**config.mk**
```make
export PLATFORM = sky130hd
export DESIGN_NAME = lsr_exec_unit
export DESIGN_NICKNAME = d
export VERILOG_FILES = /design/src/rtl/lsr_pkg.sv /design/src/rtl/lsr_amount_sel.sv /design/src/rtl/lsr_barrel.sv /design/src/rtl/lsr_flag_gen.sv /design/src/rtl/lsr_dest_sel.sv /design/src/rtl/lsr_exec_unit.sv
export SDC_FILE = /design/constraint.sdc
export NUM_CORES = 1
export LEC_CHECK = 0
export CORE_ASPECT_RATIO = 1.75
export CORE_MARGIN = 8
export CORE_UTILIZATION = 51
export CTS_CLUSTER_SIZE = 8
export DETAILED_ROUTE_END_ITERATION = 7
export GPL_ROUTABILITY_DRIVEN = 0
export MAX_ROUTING_LAYER = met4
export PLACE_DENSITY = 0.87
export REMOVE_ABC_BUFFERS = 1
export SYNTH_ARGS = -nofsm -noshare
export SYNTH_HDL_FRONTEND = slang
export SYNTH_HIERARCHICAL = 1
export SYNTH_SLANG_ARGS = --single-unit
```
**constraint.sdc**
```tcl
create_clock -name clk -period 2.1 [get_ports clk]
set_clock_uncertainty 0.15 [all_clocks]
set_input_delay 0.42 -clock clk [delete_from_list [all_inputs] [get_ports clk]]
set_output_delay 0.42 -clock clk [all_outputs]
set_load 0.1 [all_outputs]
```
**src/rtl/lsr_pkg.sv**
```systemverilog
package lsr_pkg;

  localparam int unsigned DATA_W = 32;
  localparam int unsigned AMT_W  = $clog2(DATA_W);
  localparam int unsigned IDX_W  = 5;

  typedef enum logic [1:0] {
    FORM_RR  = 2'd0,
    FORM_IMM = 2'd1,
    FORM_RRR = 2'd2,
    FORM_RSV = 2'd3
  } lsr_form_e;

  typedef struct packed {
    logic sat;
    logic cy;
    logic ov;
    logic s;
    logic z;
  } lsr_flags_t;

endpackage

```
**src/rtl/lsr_amount_sel.sv**
```systemverilog
module lsr_amount_sel #(
  parameter int unsigned DATA_W = 32,
  parameter int unsigned AMT_W  = $clog2(DATA_W)
) (
  input  logic [1:0]        form,
  input  logic [DATA_W-1:0] amt_reg,
  input  logic [AMT_W-1:0]  imm,
  output logic [AMT_W-1:0]  amt
);
  import lsr_pkg::*;

  // Only the low bits of the count register are meaningful.
  logic unused_amt_hi;
  assign unused_amt_hi = ^amt_reg[DATA_W-1:AMT_W];

  always_comb begin
    if (lsr_form_e'(form) == FORM_IMM) amt = imm;
    else                               amt = amt_reg[AMT_W-1:0];
  end
endmodule

```
**src/rtl/lsr_barrel.sv**
```systemverilog
module lsr_barrel #(
  parameter int unsigned DATA_W = 32,
  parameter int unsigned AMT_W  = $clog2(DATA_W)
) (
  input  logic [DATA_W-1:0] src,
  input  logic [AMT_W-1:0]  amt,
  output logic [DATA_W-1:0] result,
  output logic              carry
);
  localparam int unsigned EXT_W = DATA_W + 1;

  // A guard bit below the LSB collects the last bit shifted out.
  // With a zero count the guard stays 0.
  logic [EXT_W-1:0] stage [AMT_W+1];

  assign stage[0] = {src, 1'b0};

  for (genvar g = 0; g < AMT_W; g++) begin : g_stage
    localparam int unsigned STEP = 1 << g;
    always_comb begin
      if (amt[g]) stage[g+1] = {{STEP{1'b0}}, stage[g][EXT_W-1:STEP]};
      else        stage[g+1] = stage[g];
    end
  end

  assign result = stage[AMT_W][EXT_W-1:1];
  assign carry  = stage[AMT_W][0];
endmodule

```
**src/rtl/lsr_flag_gen.sv**
```systemverilog
module lsr_flag_gen #(
  parameter int unsigned DATA_W = 32
) (
  input  logic [DATA_W-1:0]  result,
  input  logic               carry,
  input  logic               sat_in,
  output lsr_pkg::lsr_flags_t flags
);
  always_comb begin
    flags.sat = sat_in;
    flags.cy  = carry;
    flags.ov  = 1'b0;
    flags.s   = result[DATA_W-1];
    flags.z   = (result == '0);
  end
endmodule

```
**src/rtl/lsr_dest_sel.sv**
```systemverilog
module lsr_dest_sel #(
  parameter int unsigned IDX_W = 5
) (
  input  logic [1:0]       form,
  input  logic [IDX_W-1:0] src_idx,
  input  logic [IDX_W-1:0] dst_idx,
  output logic [IDX_W-1:0] dst,
  output logic             wr_en
);
  import lsr_pkg::*;

  always_comb begin
    unique case (lsr_form_e'(form))
      FORM_RR, FORM_IMM: begin dst = src_idx; wr_en = 1'b1; end
      FORM_RRR:          begin dst = dst_idx; wr_en = 1'b1; end
      default:           begin dst = src_idx; wr_en = 1'b0; end
    endcase
  end
endmodule

```
**src/rtl/lsr_exec_unit.sv**
```systemverilog
module lsr_exec_unit
  import lsr_pkg::*;
(
  input  logic              clk,
  input  logic              rst_n,
  input  logic              in_valid,
  input  logic [1:0]        in_form,
  input  logic [DATA_W-1:0] in_src,
  input  logic [DATA_W-1:0] in_amt_reg,
  input  logic [AMT_W-1:0]  in_imm,
  input  logic [IDX_W-1:0]  in_src_idx,
  input  logic [IDX_W-1:0]  in_dst_idx,
  input  logic              in_sat,
  output logic              out_valid,
  output logic [DATA_W-1:0] out_result,
  output logic [IDX_W-1:0]  out_dst,
  output logic              out_wr_en,
  output logic [4:0]        out_flags
);

  logic [AMT_W-1:0]  amt;
  logic [DATA_W-1:0] shifted;
  logic              carry;
  lsr_flags_t        flags_d;
  logic [IDX_W-1:0]  dst_d;
  logic              wr_en_d;

  lsr_amount_sel #(.DATA_W(DATA_W), .AMT_W(AMT_W)) u_amt (
    .form    (in_form),
    .amt_reg (in_amt_reg),
    .imm     (in_imm),
    .amt     (amt)
  );

  lsr_barrel #(.DATA_W(DATA_W), .AMT_W(AMT_W)) u_shift (
    .src    (in_src),
    .amt    (amt),
    .result (shifted),
    .carry  (carry)
  );

  lsr_flag_gen #(.DATA_W(DATA_W)) u_flags (
    .result (shifted),
    .carry  (carry),
    .sat_in (in_sat),
    .flags  (flags_d)
  );

  lsr_dest_sel #(.IDX_W(IDX_W)) u_dest (
    .form    (in_form),
    .src_idx (in_src_idx),
    .dst_idx (in_dst_idx),
    .dst     (dst_d),
    .wr_en   (wr_en_d)
  );

  // Next-state for the output stage; data registers load only on accept.
  logic              valid_q, valid_d;
  logic [DATA_W-1:0] result_q, result_d;
  logic [IDX_W-1:0]  dst_q, dst_nx;
  logic              wr_en_q, wr_en_nx;
  lsr_flags_t        flags_q, flags_nx;
  logic              load_en;

  always_comb begin
    load_en  = in_valid;
    valid_d  = in_valid;
    result_d = result_q;
    dst_nx   = dst_q;
    wr_en_nx = wr_en_q;
    flags_nx = flags_q;
    if (load_en) begin
      result_d = shifted;
      dst_nx   = dst_d;
      wr_en_nx = wr_en_d;
      flags_nx = flags_d;
    end
  end

  always_ff @(posedge clk or negedge rst_n) begin
    if (!rst_n) begin
      valid_q  <= 1'b0;
      result_q <= '0;
      dst_q    <= '0;
      wr_en_q  <= 1'b0;
      flags_q  <= '0;
    end else begin
      valid_q  <= valid_d;
      result_q <= result_d;
      dst_q    <= dst_nx;
      wr_en_q  <= wr_en_nx;
      flags_q  <= flags_nx;
    end
  end

  assign out_valid  = valid_q;
  assign out_result = result_q;
  assign out_dst    = dst_q;
  assign out_wr_en  = wr_en_q;
  assign out_flags  = flags_q;

endmodule

```
==> impl_metrics.env <==
export IMPL_status="finished with violations"
export IMPL_violations="design-rule violations, negative setup slack"
export IMPL_drc=43
export IMPL_drt_total_wl_microns=28290
export IMPL_setup_worst_path_start="in_form[1]"
export IMPL_hold_viol_final=0
export IMPL_synthesis_area_sq_um=4040
export IMPL_rsz0062_at_grt="true"
export IMPL_ys_top_cells_by_count="44 x dfrtp_1, 43 x mux2_4, 31 x mux4_2, 23 x nor2_1, 21 x mux2_2"
export IMPL_hp_class="in2async"
export IMPL_synth_area_per_cell_sq_um=12.13
export IMPL_cp_endpoint="out_flags[0]"
export IMPL_yosysSeqAreaShare=0.2725
export IMPL_placedInstanceArea_sq_um=5989
export IMPL_antenna_found_initial=0
export IMPL_cts_root_buf="clkbuf_16"
export IMPL_seqPwrFrac=0.193
export IMPL_setup_slack_ns=-1.400
export IMPL_worstPathRequired_ns=2.20
export IMPL_internal_power_uw=3069
export IMPL_initial_utilization=0.5179
export IMPL_wl_per_cell_microns=41.35
export IMPL_synth_area_top_cells="dfrtp_1 27%, mux4_2 17%, mux2_4 16%"
export IMPL_netSwitchingFraction=0.4802
export IMPL_yosysTopAreaCellShare=0.2725
export IMPL_ant_nets=0
export IMPL_slew_viol_final=0
export IMPL_start_kind="primary input"
export IMPL_hpwlAfterDp_microns=11590
export IMPL_grt_ovfl_total=0
export IMPL_finalCriticalPeriod_ns=3.500
export IMPL_cts_clk_slew_worst_paths_ns=0.08
export IMPL_worstPathMaxFanout=7
export IMPL_synthFlopType="dfrtp_1"
export IMPL_die_h_microns=133.7
export IMPL_max_cap_violations=0
export IMPL_crit_buf_inv=4
export IMPL_synth_edff_count=0
export IMPL_vdd_drop_max_v=0.0005442
export IMPL_end_kind="register"
export IMPL_yosysUniqueCellTypes=54
export IMPL_crit_chain="buf_8, nor2b_4, mux2_4, buf_12, buf_12, buf_4, mux4_2, mux2_4, a22oi_2, o21ai_2, nor4_1, nand4_1, nor2_1, mux2_4"
export IMPL_cts_hold_buffers=0
export IMPL_clk_path_buf_depth=2
export IMPL_ys_warnings_count=6
export IMPL_finalNetCount=678
export IMPL_r2r_end="out_result[28]"
export IMPL_synth_most_common_cell="dfrtp_1"
export IMPL_vias=5388
export IMPL_ios=129
export IMPL_powerDensity_nw_per_um2=792.7
export IMPL_p_leak_uw=0.003357
export IMPL_fin_util=0.9548
export IMPL_core_sq_um=7801
export IMPL_syn_inst=333
export IMPL_diodes=0
export IMPL_clock_sinks=44
export IMPL_syn2layout_area_growth_pct=84.36
export IMPL_switchingPower_uw=2835
export IMPL_grt_pass1_wl_microns=32460
export IMPL_pre_cts_ws_ns=-1.806
export IMPL_grt_start_max_net_pins=45
export IMPL_highest_layer="met4"
export IMPL_rows=43
export IMPL_critPathKind="in2reg"
export IMPL_wl_met2_microns=12850
export IMPL_clk_latency_ns=0.30
export IMPL_io_buffers=101
export IMPL_cpMostUsedCell="mux2_4"
export IMPL_first_global_vias=5087
export IMPL_design_area_sq_um=7448
export IMPL_grt_usage=0.3988
export IMPL_yosys_area_top_type="dfrtp_1"
export IMPL_worst_path_stages=14
export IMPL_routedLengthMet1_microns=8120
export IMPL_die_w_microns=83.28
export IMPL_maxSlewHeadroom=0.5875
export IMPL_synth_seq_cells=44
export IMPL_crit_arrival_ns=3.60
export IMPL_path_delay_family="multiplexers"
export IMPL_cts_buffers_inserted=5
export IMPL_worstMarginPinSlew_ns=0.6187
export IMPL_clkPwrFrac=0.165
export IMPL_slowest_stage="mux4_2"
export IMPL_h_tree_depth=2
export IMPL_r2r_slack_ns=1.01
export IMPL_max_stage_delay_ns=0.48
export IMPL_viasPerCell=7.877
export IMPL_period_share=1.667
export IMPL_cts_tree="done"
export IMPL_met3_length_microns=3943
export IMPL_drt_iter0_markers=892
export IMPL_reg2regPathDepth=1
export IMPL_comb_power_share=0.641
export IMPL_drive_gt1_frac=0.7088
export IMPL_reg2reg_from="out_result[28]"
export IMPL_die_area_sq_um=11140
export IMPL_drtPass1Iterations=8
export IMPL_setup_violations=35
export IMPL_fillers=151
export IMPL_timing_fmax_ghz=0.2857
export IMPL_synthArstFlopShare=1.000
[power groups by stage]
stage	combinational, uW	sequential, uW	clock (uW)
6_report	3790	1140	977
5_1_grt	3810	1140	1000
4_1_cts	3160	1110	929
3_5_place_dp	2810	1110	0
3_3_place_gp	2720	1100	0
2_1_floorplan	767	2000	0
[cell families (layout without fill, tap and decap cells)]
family | count (synthesis) | in the layout | share of synthesized area
mux | 115 | 116 | 0.4410
simple gates | 81 | 81 | 0.1065
compound gates | 61 | 61 | 0.1140
flops | 44 | 44 | 0.2725
buf+inv | 31 | 291 | 0.06504
other cells | 1 | 1 | 0.0009282
[registers in the layout, indices dropped and copies added (netlist names)]
name / count
out_flags: 5
out_wr_en: 1
out_result: 32
out_valid: 1
out_dst: 5
[how the worst min path moves through the flow]
stage	endpoint	slack, ns	cells after the start
6_report	out_dst[1]	0.06	2
2_1_floorplan	out_dst[0]	-0.03	0
3_5_place_dp	out_dst[4]	0.35	1
4_1_cts	out_wr_en	0.07	2
5_1_grt	out_dst[1]	0.1	2
3_3_place_gp	out_dst[4]	0.34	1
[what timing repair did]
item                       4_1_cts  5_1_grt
cloned                           3        1
resized for setup              118       73
buffers inserted                31       41
pin swaps                       23       22
setup endpoints to repair       35       35
[area by class of cell]
type | count | area (sq um) | share of cell area
Sequential cell | 44 | 1101 | 0.1478
Multi-Input combinational cell | 259 | 3231 | 0.4337
Timing Repair Buffer | 279 | 2814 | 0.3778
Clock inverter | 3 | 46.29 | 0.006215
Clock buffer | 5 | 125.1 | 0.01680
Tap cell | 90 | 112.6 | 0.01512
Inverter | 4 | 18.77 | 0.002520
[cells in the final DEF (no fill, tap or decap), drive strengths merged, types with 3 or more instances in the layout]
master and count:
or2 4, o211ai 5, nor4 8, nand2b 8, nor2b 4, nor2 23
mux4 31, clkbuf 5, clkdlybuf4s50 47, dfrtp 44, o22ai 7, nand2 20
buf 225, a22oi 9, inv 4, mux2 66, a211oi 8, nand3 3
dlygate4sd2 4, mux2i 19, o21ai 10, and3 4, a21oi 6
[layer usage]
layer	global-route usage	vias up
li1	-	1836
met1	0.3889	2481
met2	0.6479	728
met3	0.1155	343
met4	0.3163	0
met5	-	-
[stage by stage]
step	instances	power (uW)	setup TNS, ns	hold slack (ns)
finish	684	5905	-28.95	0.06174
floorplan	306	2766	-34.10	-0.02559
CTS	651	5192	-19.29	0.07297
global route	684	5952	-28.78	0.09634
detailed placement	611	3918	-42.55	0.3451
global placement	611	3822	-40.67	0.3448
(Power assumes the default switching activity.)
